### src/rtl/buf_tmr_pkg.sv
// Shared types for the buffered timer: the counting mode encoding.
package buf_tmr_pkg;
    typedef enum logic [1:0] {
        MODE_OFF  = 2'd0,
        MODE_ONCE = 2'd1,
        MODE_WRAP = 2'd2,
        MODE_TRI  = 2'd3
    } tmr_mode_e;
endpackage

### src/rtl/buf_tmr_count.sv
// Counter engine: holds the mode, the count and direction, and the target and
// zero flags. Assumes tgt_act is stable within a cycle; a mode write takes
// priority over a tick in the same cycle.
module buf_tmr_count
    import buf_tmr_pkg::*;
#(
    parameter int CNT_W = 16
) (
    input  logic             clk,
    input  logic             rst_n,
    input  logic             tick_en,
    input  logic             mode_wr,
    input  logic [1:0]       mode_val,
    input  logic [CNT_W-1:0] tgt_act,
    input  logic             clr_tz,
    output tmr_mode_e        mode_q,
    output logic [CNT_W-1:0] cnt,
    output logic             dir_down,
    output logic             tick_run,
    output logic             zc,
    output logic             tgt_flag,
    output logic             zero_flag
);
    logic [CNT_W-1:0] cnt_nxt;
    logic             dir_nxt;
    tmr_mode_e        mode_new;

    assign mode_new = tmr_mode_e'(mode_val);
    assign tick_run = tick_en && (mode_q != MODE_OFF) && !mode_wr;
    assign zc       = tick_run && (cnt_nxt == '0) && (cnt != '0);

    // Next count and direction for one tick in the current mode.
    always_comb begin
        cnt_nxt = cnt;
        dir_nxt = dir_down;
        case (mode_q)
            MODE_ONCE: cnt_nxt = (cnt >= tgt_act) ? cnt : cnt + 1'b1;
            MODE_WRAP: cnt_nxt = (cnt >= tgt_act) ? '0 : cnt + 1'b1;
            MODE_TRI: begin
                if (!dir_down) begin
                    if (cnt >= tgt_act) begin
                        dir_nxt = 1'b1;
                        cnt_nxt = (cnt == '0) ? '0 : cnt - 1'b1;
                    end else begin
                        cnt_nxt = cnt + 1'b1;
                    end
                end else begin
                    if (cnt == '0) begin
                        dir_nxt = 1'b0;
                        cnt_nxt = (tgt_act == '0) ? '0 : CNT_W'(1);
                    end else begin
                        cnt_nxt = cnt - 1'b1;
                    end
                end
            end
            default: cnt_nxt = cnt;
        endcase
    end

    // Mode, counter and direction state.
    always_ff @(posedge clk) begin
        if (!rst_n) begin
            mode_q   <= MODE_OFF;
            cnt      <= '0;
            dir_down <= 1'b0;
        end else if (mode_wr) begin
            mode_q   <= mode_new;
            dir_down <= 1'b0;
            if (mode_new != MODE_OFF) cnt <= '0;
        end else if (tick_run) begin
            cnt      <= cnt_nxt;
            dir_down <= dir_nxt;
        end
    end

    // Target and zero flags: set by a tick at the match, cleared by access.
    always_ff @(posedge clk) begin
        if (!rst_n) begin
            tgt_flag  <= 1'b0;
            zero_flag <= 1'b0;
        end else begin
            if (tick_run && (cnt == tgt_act)) tgt_flag <= 1'b1;
            else if (clr_tz)                  tgt_flag <= 1'b0;
            if (tick_run && (cnt == '0))      zero_flag <= 1'b1;
            else if (clr_tz)                  zero_flag <= 1'b0;
        end
    end
endmodule

### src/rtl/buf_tmr_shadow.sv
// Active/pending register pair. The pending value moves to the active register
// on load only if it was written since the last move; flush forgets the write.
// Assumes load and flush never coincide (the counter gives mode writes priority).
module buf_tmr_shadow #(
    parameter int CNT_W = 16
) (
    input  logic             clk,
    input  logic             rst_n,
    input  logic             wr_act,
    input  logic             wr_pend,
    input  logic [CNT_W-1:0] wdata,
    input  logic             load,
    input  logic             flush,
    output logic [CNT_W-1:0] act,
    output logic [CNT_W-1:0] pend
);
    logic written;

    // Pending storage and its written marker.
    always_ff @(posedge clk) begin
        if (!rst_n) begin
            pend    <= '0;
            written <= 1'b0;
        end else begin
            if (wr_pend) pend <= wdata;
            if (flush)        written <= 1'b0;
            else if (wr_pend) written <= 1'b1;
            else if (load)    written <= 1'b0;
        end
    end

    // Active storage: a direct write wins over a buffered load.
    always_ff @(posedge clk) begin
        if (!rst_n)                     act <= '0;
        else if (wr_act)                act <= wdata;
        else if (load && written && !flush) act <= pend;
    end
endmodule

### src/rtl/buf_tmr_chan.sv
// One compare channel: buffered compare value, delayed match event and flag.
// Assumes tick_run already excludes disabled mode and mode-write cycles.
module buf_tmr_chan #(
    parameter int CNT_W = 16
) (
    input  logic             clk,
    input  logic             rst_n,
    input  logic [CNT_W-1:0] cnt,
    input  logic             tick_run,
    input  logic             zc,
    input  logic             flush,
    input  logic             wr_act,
    input  logic             wr_pend,
    input  logic [CNT_W-1:0] wdata,
    input  logic             clr,
    output logic [CNT_W-1:0] cc_act,
    output logic [CNT_W-1:0] cc_pend,
    output logic             evt,
    output logic             flag
);
    logic match_q;

    buf_tmr_shadow #(.CNT_W(CNT_W)) shadow_i (
        .clk    (clk),
        .rst_n  (rst_n),
        .wr_act (wr_act),
        .wr_pend(wr_pend),
        .wdata  (wdata),
        .load   (zc),
        .flush  (flush),
        .act    (cc_act),
        .pend   (cc_pend)
    );

    // Remember a match seen on a tick; report it on the following tick.
    always_ff @(posedge clk) begin
        if (!rst_n || flush) match_q <= 1'b0;
        else if (tick_run)   match_q <= (cnt == cc_act);
    end

    // Event pulse and sticky flag.
    always_ff @(posedge clk) begin
        if (!rst_n) begin
            evt  <= 1'b0;
            flag <= 1'b0;
        end else begin
            evt <= tick_run && match_q;
            if (tick_run && match_q) flag <= 1'b1;
            else if (clr)            flag <= 1'b0;
        end
    end
endmodule

### src/rtl/buf_tmr_regif.sv
// Register decode: write strobes, flag-clear strobes and read mux. The top
// address bit selects the no-clear alias of the same storage.
module buf_tmr_regif #(
    parameter int CNT_W  = 16,
    parameter int NCH    = 3,
    parameter int IDX_W  = 3
) (
    input  logic                      wr_en,
    input  logic                      rd_en,
    input  logic [IDX_W:0]            addr,
    input  logic [CNT_W-1:0]          tgt_act,
    input  logic [CNT_W-1:0]          tgt_pend,
    input  logic [NCH-1:0][CNT_W-1:0] cc_act,
    input  logic [NCH-1:0][CNT_W-1:0] cc_pend,
    output logic                      wr_tgt_act,
    output logic                      wr_tgt_pend,
    output logic [NCH-1:0]            wr_cc_act,
    output logic [NCH-1:0]            wr_cc_pend,
    output logic                      clr_tz,
    output logic [NCH-1:0]            clr_cc,
    output logic [CNT_W-1:0]          rdata
);
    logic [IDX_W-1:0] idx;
    logic             no_clr;
    logic             acc;

    assign idx    = addr[IDX_W-1:0];
    assign no_clr = addr[IDX_W];
    assign acc    = wr_en || rd_en;

    assign wr_tgt_act  = wr_en && (idx == IDX_W'(0));
    assign wr_tgt_pend = wr_en && (idx == IDX_W'(1));
    assign clr_tz      = acc && !no_clr && ((idx == IDX_W'(0)) || (idx == IDX_W'(1)));

    for (genvar i = 0; i < NCH; i++) begin : g_dec
        assign wr_cc_act[i]  = wr_en && (idx == IDX_W'(2 + i));
        assign wr_cc_pend[i] = wr_en && (idx == IDX_W'(2 + NCH + i));
        assign clr_cc[i]     = acc && !no_clr &&
                               ((idx == IDX_W'(2 + i)) || (idx == IDX_W'(2 + NCH + i)));
    end

    // Read mux over all active and pending registers.
    always_comb begin
        rdata = '0;
        if (idx == IDX_W'(0)) rdata = tgt_act;
        if (idx == IDX_W'(1)) rdata = tgt_pend;
        for (int i = 0; i < NCH; i++) begin
            if (idx == IDX_W'(2 + i))       rdata = cc_act[i];
            if (idx == IDX_W'(2 + NCH + i)) rdata = cc_pend[i];
        end
    end
endmodule

### src/rtl/buf_tmr.sv
// Buffered period and compare timer top: counter engine, buffered target,
// NCH compare channels and register decode. Assumes one register access per
// cycle and that mode_wr is a single-cycle strobe.
module buf_tmr
    import buf_tmr_pkg::*;
#(
    parameter  int CNT_W  = 16,
    parameter  int NCH    = 3,
    localparam int IDX_W  = $clog2(2 + 2 * NCH),
    localparam int ADDR_W = IDX_W + 1
) (
    input  logic              clk,
    input  logic              rst_n,
    input  logic              tick_en,
    input  logic              mode_wr,
    input  logic [1:0]        mode_val,
    input  logic              wr_en,
    input  logic              rd_en,
    input  logic [ADDR_W-1:0] addr,
    input  logic [CNT_W-1:0]  wdata,
    output logic [CNT_W-1:0]  rdata,
    output logic [CNT_W-1:0]  cnt_o,
    output logic              dir_down_o,
    output logic              tgt_flag_o,
    output logic              zero_flag_o,
    output logic [NCH-1:0]    cmp_flag_o,
    output logic [NCH-1:0]    cmp_evt_o
);
    tmr_mode_e                 mode_q;
    logic                      tick_run;
    logic                      zc;
    logic [CNT_W-1:0]          tgt_act;
    logic [CNT_W-1:0]          tgt_pend;
    logic [NCH-1:0][CNT_W-1:0] cc_act;
    logic [NCH-1:0][CNT_W-1:0] cc_pend;
    logic                      tgt_wr_act;
    logic                      tgt_wr_pend;
    logic [NCH-1:0]            cc_wr_act;
    logic [NCH-1:0]            cc_wr_pend;
    logic                      clr_tz;
    logic [NCH-1:0]            clr_cc;

    buf_tmr_regif #(.CNT_W(CNT_W), .NCH(NCH), .IDX_W(IDX_W)) regif_i (
        .wr_en      (wr_en),
        .rd_en      (rd_en),
        .addr       (addr),
        .tgt_act    (tgt_act),
        .tgt_pend   (tgt_pend),
        .cc_act     (cc_act),
        .cc_pend    (cc_pend),
        .wr_tgt_act (tgt_wr_act),
        .wr_tgt_pend(tgt_wr_pend),
        .wr_cc_act  (cc_wr_act),
        .wr_cc_pend (cc_wr_pend),
        .clr_tz     (clr_tz),
        .clr_cc     (clr_cc),
        .rdata      (rdata)
    );

    buf_tmr_count #(.CNT_W(CNT_W)) count_i (
        .clk      (clk),
        .rst_n    (rst_n),
        .tick_en  (tick_en),
        .mode_wr  (mode_wr),
        .mode_val (mode_val),
        .tgt_act  (tgt_act),
        .clr_tz   (clr_tz),
        .mode_q   (mode_q),
        .cnt      (cnt_o),
        .dir_down (dir_down_o),
        .tick_run (tick_run),
        .zc       (zc),
        .tgt_flag (tgt_flag_o),
        .zero_flag(zero_flag_o)
    );

    buf_tmr_shadow #(.CNT_W(CNT_W)) tgt_i (
        .clk    (clk),
        .rst_n  (rst_n),
        .wr_act (tgt_wr_act),
        .wr_pend(tgt_wr_pend),
        .wdata  (wdata),
        .load   (zc),
        .flush  (mode_wr),
        .act    (tgt_act),
        .pend   (tgt_pend)
    );

    for (genvar i = 0; i < NCH; i++) begin : g_ch
        buf_tmr_chan #(.CNT_W(CNT_W)) chan_i (
            .clk     (clk),
            .rst_n   (rst_n),
            .cnt     (cnt_o),
            .tick_run(tick_run),
            .zc      (zc),
            .flush   (mode_wr),
            .wr_act  (cc_wr_act[i]),
            .wr_pend (cc_wr_pend[i]),
            .wdata   (wdata),
            .clr     (clr_cc[i]),
            .cc_act  (cc_act[i]),
            .cc_pend (cc_pend[i]),
            .evt     (cmp_evt_o[i]),
            .flag    (cmp_flag_o[i])
        );
    end
endmodule

### config.mk
export PLATFORM = sky130hd
export DESIGN_NAME = buf_tmr
export DESIGN_NICKNAME = d
export VERILOG_FILES = /design/src/rtl/buf_tmr_pkg.sv /design/src/rtl/buf_tmr_count.sv /design/src/rtl/buf_tmr_shadow.sv /design/src/rtl/buf_tmr_chan.sv /design/src/rtl/buf_tmr_regif.sv /design/src/rtl/buf_tmr.sv
export SDC_FILE = /design/constraint.sdc
export NUM_CORES = 1
export LEC_CHECK = 0
export ABC_AREA = 1
export BUFFER_PORTS_ARGS = -buffer_cell sky130_fd_sc_hd__buf_4
export CAP_MARGIN = 20
export CORE_MARGIN = 10
export CORE_UTILIZATION = 35
export DETAILED_ROUTE_END_ITERATION = 10
export PLACE_DENSITY = 0.48
export SLEW_MARGIN = 20
export SYNTH_ARGS = -nofsm -noshare
export SYNTH_HDL_FRONTEND = slang
export SYNTH_SLANG_ARGS = --single-unit
### constraint.sdc
create_clock -name clk -period 3.6 [get_ports clk]
set_input_delay 0 -clock clk [delete_from_list [all_inputs] [get_ports clk]]
set_output_delay 0 -clock clk [all_outputs]
set_load 0.05 [all_outputs]
# Word-level counts from Yosys, hierarchy flattened
# Index checks and enable logic that the tools add are counted.
# word_totals
out_inout_bits,41
memories,0
romBits,0
ramBits,0
wordCells,152
register_bits,162
latchBits,0
# classes
div_mod_pow,0
n_eq_ne,15
mux,44
order_cmp,1
shift,0
n_mul,0
add_sub_neg,2
bitwise_logic,1
reduce_logical,63
# op_table
op,count
16-bit 2-to-1 mux,25
16-bit == test,4
16-bit zero test,3
16-bit case mux with 3 select lines,1
2-bit nonzero test,16
1-bit logical AND,30
1-bit 2-to-1 mux,18
"16-bit by 1-bit adder with 16-bit output, second input constant",1
16-bit greater-or-equal comparator,1
16-bit nonzero test,1
"16-bit by 1-bit subtractor with 16-bit output, second input constant",1
"3-bit == test, second input constant",4
"3-bit by 2-bit == test with 1-bit output, second input constant",2
1-bit logical OR,6
"2-bit == test, second input constant",2
2-bit AND reduction,2
"3-bit by 1-bit == test with 1-bit output, second input constant",1
1-bit zero test,3
3-bit zero test,1
"2-bit by 1-bit == test with 1-bit output, second input constant",1
"2-bit by 1-bit != test with 1-bit output, second input constant",1
2-bit OR reduction,1
1-bit NOT,1

# Longest topological paths before layout
# Gate-level depths: netlist of run 1.
# logic_depth
depth_word,12
depth_mapped,28
mapped_depth_nobuf,25

# Hierarchy
# From an unflattened synthesis of run 1, not the netlist that was laid out.
# hier_totals
hier_cells,1969
area_unflattened_um2,11599.9
# by_module_without_submodules
mod,cells_each,area_each_um2,instances
buf_tmr_shadow,232,1535.2,4
buf_tmr_count,554,3114.2,1
buf_tmr_regif,247,1181.1,1
buf_tmr_chan,80,387.9,3

# Worst setup path before layout of run 1
# No wires, ideal clock.
# synth_timing
kind,flip-flop to flip-flop
startpoint,register count_i.cnt[0]
endpoint,register g_ch[0].chan_i.shadow_i.act[10]
setup_ns,0.113
n_path_buf,2
path_slack_ns,0.349
path_stages_with_launch,20
arrival_time_ns,3.138
path_cell_list,dfxtp_1 > buf_2 > inv_1 > ha_1 > nand2_1 > nor2_1 > nand2_1 > o21ai_2 > nor2_4 > nand2_2 > inv_2 > ha_1 > o2111ai_1 > nor2_4 > nand3_4 > nand2_4 > buf_6 > nand2_1 > nand2_1 > nor2_1
# synth_between
elab_chain_cells,11
elab_cells_between_ends,18
cone_classes,add/sub (2); order compare (1); mux (7); reduce/logical (8)
# synth_lines
item,line_no,text
from (decl),buf_tmr_count.sv:17,"output logic [CNT_W-1:0] cnt,"
from (signal assigned),buf_tmr_count.sv:71,cnt <= cnt_nxt;
16-bit by 1-bit subtractor with 16-bit output / 16-bit zero test (equally long branches),"buf_tmr_count.sv:43, buf_tmr_count.sv:52, buf_tmr_count.sv:48",
16-bit 2-to-1 mux,buf_tmr_count.sv:43,cnt_nxt = (cnt == '0) ? '0 : cnt - 1'b1;
16-bit 2-to-1 mux,buf_tmr_count.sv:41,if (cnt >= tgt_act) begin
16-bit 2-to-1 mux,buf_tmr_count.sv:40,if (!dir_down) begin
16-bit case mux with 3 select lines,buf_tmr_count.sv:36,case (mode_q)
16-bit zero test,buf_tmr_count.sv:30,assign zc = tick_run && (cnt_nxt == '0) && (cnt != '0);
1-bit logical AND,buf_tmr_count.sv:30,
1-bit logical AND *,buf_tmr_count.sv:30,
1-bit logical AND * (2 in a row),buf_tmr_shadow.sv:36,else if (load && written && !flush) act <= pend;
2-bit nonzero test (no source line) *,n/a,
to (signal assigned),buf_tmr_shadow.sv:35,else if (wr_act) act <= wdata;
to (signal assigned),buf_tmr_shadow.sv:36,
to (decl),buf_tmr_shadow.sv:14,"output logic [CNT_W-1:0] act,"
# Mark *: on every way between the ends. The rest lies on a longest branch, timed or not.
# A chain may end at the register's enable or synchronous reset.

# Worst setup path in the final report of run 1
# layout_timing
startpoint,register count_i.cnt[1]
endpoint,register tgt_i.act[12]
# layout_between
elab_chain_cells,11
elab_cells_between_ends,18
cone_classes,add/sub (2); order compare (1); mux (7); reduce/logical (8)
# layout_lines
item,line_no
16-bit by 1-bit subtractor with 16-bit output / 16-bit zero test (equally long branches),"buf_tmr_count.sv:43, buf_tmr_count.sv:52, buf_tmr_count.sv:48"
16-bit 2-to-1 mux,buf_tmr_count.sv:43
16-bit 2-to-1 mux,buf_tmr_count.sv:41
16-bit 2-to-1 mux,buf_tmr_count.sv:40
16-bit case mux with 3 select lines,buf_tmr_count.sv:36
16-bit zero test,buf_tmr_count.sv:30
1-bit logical AND,buf_tmr_count.sv:30
1-bit logical AND *,buf_tmr_count.sv:30
1-bit logical AND * (2 in a row),buf_tmr_shadow.sv:36
2-bit nonzero test (no source line) *,n/a
to (signal assigned),buf_tmr_shadow.sv:35
to (signal assigned),buf_tmr_shadow.sv:36
to (decl),buf_tmr_shadow.sv:14
# Marks and branches as above.

==> reports/qor.csv, run 1 <==
metric;value;unit
outcome;completed;
num-nets-final;1711;
synthToLayoutAreaGrowth;18.1;%
core.rowCount;62;
hold_violations;0;
wl_per_cell;21.7;um
dpl.hpwl;33100;um
power_leakage;5.07;nW
yosysWarnings;0;
hp-class;primary input to register;
path_max_fanout;16;
numPortBuffers;68;
clockBufferDepth;2;
syn_area;0.0102;mm2
drc;0;
cts.sink_count;162;
max_freq;296;MHz
top_usage_layer;met2;
synth.net_count;1636;
cts_root_buffer;clkbuf_16;
synth_edf_count;0;
start_util;0.355;
powerDensity;391;mW/mm2
post-route-util;0.420;
cp.arrival;3.75;ns
finalWirelength;44700;um
synthDistinctLibCells;45;
tns;0;ns
clk_pin_slew;0.07;ns
antenna_found_initial;0;
cts_tree;yes;
coreArea;0.0287;mm2
viasPerCell;5.36;
path_class;register to register;
synthCells;1588;
antennaDiodeCount;0;
grt_pass1_wl;66400;um
ys_seq_elements;162;
setup_viol_count_final;0;
crit_required;3.96;ns
met3_usage;0.0322;
overflow;0;
die_y;191;um
fp.dieW;191;um
grt_pass1_vias;10400;
met2_usage;0.396;
finalMaxSlewViolations;0;
fin_crit;3.38;ns
async_flop_share;0;
cap_violations;0;
drtIter0Drc;1040;
seq_area_frac_synth;0.318;
routabilityCongestion;0.925;
design.die.area;0.0364;mm2
skew;0.0196;ns
worst_pin_slew;1.08;ns
drtPass1Iterations;6;
ir_drop;0.000249;V
critPathLaunchType;register;
insertion_delay;0.45;ns
io-pin-count;69;
ant_nets;0;
layout-drive-gt1-share;0.128;
end_kind;register;
grt_setup_unrepaired;false;
relSlewSlack;0.281;
grt_usage;0.242;
numCtsBuffers;17;
num_vias;11000;
syn_area_per_cell;6.42;um2
synthFlopType;dfxtp_1;
htreeDepth;4;
grt_max_degree;51;
use_met1;0.322;
timing.final.crit_share;0.940;
[final timing paths]
| kind | start | to | slack (ns) | depth (start not counted) |
|---|---|---|---|---|
| setup / recovery | count_i.cnt[1] | tgt_i.act[12] | 0.22 | 18 |
| hold / removal | tick_en | g_ch[1].chan_i.evt | 0.02 | 3 |
| setup reg to reg | count_i.cnt[1] | tgt_i.act[12] | 0.22 | 18 |
| hold reg to reg | g_ch[0].chan_i.match_q | g_ch[0].chan_i.evt | 0.46 | 2 |
[per-layer routing]
metal / wire length (um) / vias up
met5: 0 / -
met4: 1020 / 0
met3: 2810 / 56
met2: 20900 / 418
met1: 19900 / 5166
li1: - / 5402
[per-stage QoR]
stage,cells,power (W),instance area [um2],setup WS (ns),hold WS [ns]
after CTS,2054,0.00468,12000,0.0460,0.00541
after global routing,2060,0.00487,12000,0.00140,0.0285
final,2060,0.00471,12000,0.216,0.0213
after global placement,2000,0.00281,11200,0.110,0.247
after floorplan,1588,0.00249,10200,0.349,0.130
after detailed placement,2000,0.00281,11200,0.0903,0.252
[placed cells by master, fill, tap and decap left out, types with 10 or more instances in the layout]
cell,instances
nand2_1,421
o211ai_1,13
xnor2_1,12
a221oi_1,23
a21oi_1,135
o22ai_1,10
clkbuf_16,17
inv_1,115
nor2_1,189
dfxtp_1,162
buf_4,130
xor2_1,30
nand4_1,34
o21ai_0,131
nand3_1,101
dlygate4sd3_1,22
ha_1,20
[critical path: stages (launching register included)]
cell	delay (ns)
dfxtp_1	0.34
buf_4	0.24
ha_1	0.20
nand2_1	0.13
nor3_2	0.32
and2_1	0.20
nand2_1	0.06
xor2_1	0.24
nand2_1	0.08
nand3_1	0.07
nand4_1	0.21
nor2_1	0.15
nand2_1	0.10
nor2_4	0.26
nand3_2	0.15
buf_4	0.23
nand3_1	0.08
nand2_1	0.06
nor2_1	0.15
[cell usage after synthesis (4+ instances only)]
cell type | number | area, um2
nand2_1 | 422 | 1580
nor2_1 | 194 | 728
dfxtp_1 | 162 | 3240
a21oi_1 | 135 | 676
o21ai_0 | 131 | 656
inv_1 | 115 | 432
nand3_1 | 101 | 505
clkbuf_1 | 60 | 225
nand4_1 | 34 | 213
xor2_1 | 30 | 263
a221oi_1 | 23 | 201
ha_1 | 20 | 250
buf_4 | 16 | 120
o211ai_1 | 13 | 97.6
xnor2_1 | 12 | 105
buf_2 | 11 | 55.1
nor3_1 | 10 | 50.1
o22ai_1 | 10 | 62.6
o2111ai_1 | 9 | 78.8
buf_6 | 8 | 90.1
a21oi_2 | 7 | 61.3
clkinv_1 | 7 | 26.3
inv_2 | 7 | 26.3
nand2_2 | 5 | 31.3
nor4_1 | 4 | 25.0
o21ai_1 | 4 | 20.0
o221ai_1 | 4 | 35.0
[timing repair]
item	4_1_cts	5_1_grt
hold endpoints to repair	62	0
setup endpoints to repair	0	64
buffers inserted	0	6
gates resized for setup	0	5
hold buffers	22	0
[logic make-up (layout without fill, tap and decap cells)]
family                     Yosys count  in the layout  share of synthesized area
DFF                                162            162                      0.318
adders and majority gates           20             20                     0.0245
xor gates and xnor gates            42             42                     0.0361
AOI/OAI and AO/OA                  344            344                      0.192
buffers and inverters              228            316                     0.0975
and+or+nand+nor                    792            792                      0.332
[final cells by class]
| type | count | area (um2) |
|---|---|---|
| clock buffers | 18 | 429 |
| repair buffers | 154 | 1240 |
| fillers | 3134 | 16700 |
| inverters | 130 | 493 |
| multi-input cells | 1198 | 6010 |
| flip-flops and latches | 162 | 3240 |
| clock inverters | 14 | 155 |
| well taps | 384 | 480 |
[power by group]
| group | switching (W) | total (W) | internal (W) | leakage, nW |
|---|---|---|---|---|
| clock | 0.000948 | 0.00188 | 0.000935 | 0.286 |
| combinational | 0.000650 | 0.000951 | 0.000301 | 3.47 |
| sequential | 0.0000405 | 0.00188 | 0.00184 | 1.31 |
[sequential cells by signal (all words and copies together), names as in the netlist]
signal	cells
count_i.cnt	16
count_i.dir_down	1
count_i.mode_q	2
count_i.tgt_flag	1
count_i.zero_flag	1
g_ch.chan_i.evt	3
g_ch.chan_i.flag	3
g_ch.chan_i.match_q	3
g_ch.chan_i.shadow_i.act	48
g_ch.chan_i.shadow_i.pend	48
g_ch.chan_i.shadow_i.written	3
tgt_i.act	16
tgt_i.pend	16
tgt_i.written	1
Note: power is estimated with default switching activity, not from simulation.
==> inputs of run 2 (changes only) <==
- ABC_AREA: 1 -> not set
- PLACE_DENSITY: 0.48 -> 0.5
- clock period: 3.6 -> 2.8 ns (I/O delays scaled with it)
==> run 2 against run 1 <==
The run now ends with setup timing left. Combinational power fell by 15%. Count of clock-buffer cells in the layout did not move. Routed wire length rose by 1.7%. Final area rose by 14%. Cell count fell by 7.7%. Core utilization rose by 5.8 points. Critical path depth rose by 2. Via count rose by 0.35%. Hold slack improved by 0.0098 ns. Sequential share of layout area fell by 3.1 points. Largest cell class unchanged. Largest power group unchanged.
==> reports/qor.csv, run 2 <==
metric;value;unit
crit_required;3.17;ns
synth.most_common_cell;nand2_1;
yosysTopAreaCell;dfxtp_1;
critPathLaunchType;register;
fin_crit;3.81;ns
yosysWarnings;0;
r2r_end;g_ch[1].chan_i.shadow_i.act[1];
synth_top_area_frac;0.317;
routabilityCongestion;0.935;
grt_usage;0.241;
async_flop_share;0;
reg2reg_slack;-1.01;ns
ir_drop;0.000305;V
setup_viol_count_final;76;
io-pin-count;69;
finalPower;0.00557;W
cts_root_buffer;clkbuf_16;
synth.net_count;1358;
max_freq;262;MHz
dpl.hpwl;31700;um
grt_max_degree;98;
numCtsBuffers;17;
reg2reg_depth;20;
final_common_cell;buf_4;
drtIter0Drc;1284;
ys_seq_elements;162;
seq_area_frac_synth;0.317;
timing.final.crit_share;1.36;
finalMaxSlewViolations;0;
synth_compound_area_frac;0.263;
layout-drive-gt1-share;0.281;
overflow;0;
synthTopCellsByCount;nand2_1 (202), dfxtp_1 (162), o21ai_0 (90), clkbuf_1 (84), a21boi_0 (68);
viasPerCell;5.83;
fp.dieW;191;um
skew;0.0189;ns
path_max_fanout;8;
numPortBuffers;68;
syn_area_per_cell;7.80;um2
holdPathEnd;g_ch[0].chan_i.flag;
hp-class;primary input to register;
hold_violations;0;
finalWirelength;45400;um
synthFlopType;dfxtp_1;
met3WireLength;2710;um
num_vias;11100;
htreeDepth;4;
num-nets-final;1553;
grt_pass1_vias;10600;
drc;0;
powerDensity;405;mW/mm2
ant_nets;0;
violations;setup timing;
cts.sink_count;162;
wl_per_cell;23.9;um
synth_xor_area_frac;0.0480;
cp_cell_sequence;inv_2, ha_4, nand4_1, buf_4, nor4_4, nor3_4, nand3_4, inv_4, ha_4, nand2_2, o21ai_1, o21ai_1, o211ai_1, a211o_1, nor4_2, and4b_1, and4_4, clkbuf_16, nand3_1, a31oi_1;
fill_cells;2872;
final_cell_area;0.0138;mm2
worst_pin_slew;0.759;ns
synth.area.mux_share;0.0604;
synthToLayoutAreaGrowth;34.6;%
coreArea;0.0288;mm2
path_class;register to register;
dr_wl_met2;20600;um
whs_path_depth;4;
core.rowCount;62;
synthDistinctLibCells;78;
power_leakage;5.22;nW
outcome;finished with violations;
synth_top_family_by_area;compound AO/OA/AOI/OAI gates;
routed.top_layer;met4;
clockBufferDepth;2;
synthAdderAreaFrac;0.0245;
synth_simple_gate_area_frac;0.228;
cap_violations;0;
antenna_found_initial;0;
dpl-instance-area;0.0122;mm2
insertion_delay;0.45;ns
top_regs;g_ch.chan_i.shadow_i.act: 48 flops, g_ch.chan_i.shadow_i.pend: 48 flops;
syn_area;0.0102;mm2
r2r-start;tgt_i.act[8];
post-route-util;0.478;
design.die.area;0.0364;mm2
clk_pin_slew;0.07;ns
synthCells;1310;
grt_setup_unrepaired;true;
start_util;0.355;
antennaDiodeCount;0;
drtPass1Iterations;6;
slowest_stage;and4_4;
cts_tree;yes;
cpPeakStageDelay;0.39;ns
grt_pass1_wl;67100;um
synth_edf_count;0;
hold_start;addr[3];
drt-met1-wl;19800;um
synthTopCellsByArea;dfxtp_1 (32%), nand2_1 (7.4%), a21boi_0 (5.0%);
setup_ws;-1.01;ns
die_y;191;um
relSlewSlack;0.493;
end_kind;register;
cp.arrival;4.18;ns
final_cell_mix;buf_4 (252), nand2_1 (201), dfxtp_1 (134);
[run 2: final cells by class]
type | count | area (um2) | area share
clock buffer | 18 | 429 | 0.0312
multi-input combinational | 1007 | 6870 | 0.500
inverter | 27 | 111 | 0.00809
sequential | 162 | 3280 | 0.238
timing repair buffer | 290 | 2430 | 0.176
clock inverter | 14 | 155 | 0.0113
tap | 384 | 480 | 0.0349
[run 2: stage by stage]
step	hold slack [ns]	worst slack, ns	instances	setup TNS, ns
after floorplan	0.145	-0.885	1310	-56.46
after global placement	0.278	-1.14	1829	-74.53
after detailed placement	0.287	-1.18	1829	-74.83
after CTS	0.0325	-0.865	1895	-56.03
after global routing	0.0625	-1.17	1902	-77.97
final	0.0311	-1.01	1902	-65.43
[run 2: cells by family (layout without fill, tap and decap cells)]
family,after synthesis,count (layout)
adder cells (fa/ha/maj),20,20
flip-flops,162,162
buffers and inverters,141,349
AND/OR/NAND/NOR,472,472
multiplexers,54,54
AO/OA/AOI/OAI,405,405
XOR/XNOR,56,56
[run 2: what timing repair did]
item,in CTS,in global routing
pin swaps,8,36
setup endpoints to repair,76,83
hold buffers,24,0
cloned,2,4
setup buffers,8,4
hold endpoints to repair,114,0
resized for setup,39,72
[run 2: where the power goes]
| part | switching, W | total [W] | internal, W |
|---|---|---|---|
| logic | 0.000498 | 0.000810 | 0.000312 |
| registers | 0.0000459 | 0.00239 | 0.00235 |
| clock network | 0.00117 | 0.00236 | 0.00120 |
[run 2: worst max-delay path by stage]
stage,endpoint,slack [ns],depth (start not counted),startpoint
2_1_floorplan,tgt_i.act[10],-0.88,21,count_i.cnt[0]
3_3_place_gp,tgt_i.act[6],-1.14,16,tgt_i.act[15]
3_5_place_dp,tgt_i.act[3],-1.18,16,tgt_i.act[11]
4_1_cts,g_ch[1].chan_i.shadow_i.act[12],-0.87,19,tgt_i.act[1]
5_1_grt,g_ch[1].chan_i.shadow_i.act[1],-1.17,20,tgt_i.act[8]
6_report,g_ch[1].chan_i.shadow_i.act[1],-1.01,20,tgt_i.act[8]
[run 2: worst max-delay path, delay by kind of cell (launching register included)]
family,cells,cell delay [ns]
AOI/OAI and AO/OA,5,0.78
adders and majority gates,2,0.39
buffers and inverters,4,0.51
DFF,1,0.34
and+or+nand+nor,9,1.70
[run 2: metal layers]
metal,GRT usage,vias up
li1,-,5141
met1,0.319,5351
met2,0.372,471
met3,0.0347,118
met4,0.123,0
met5,0,-
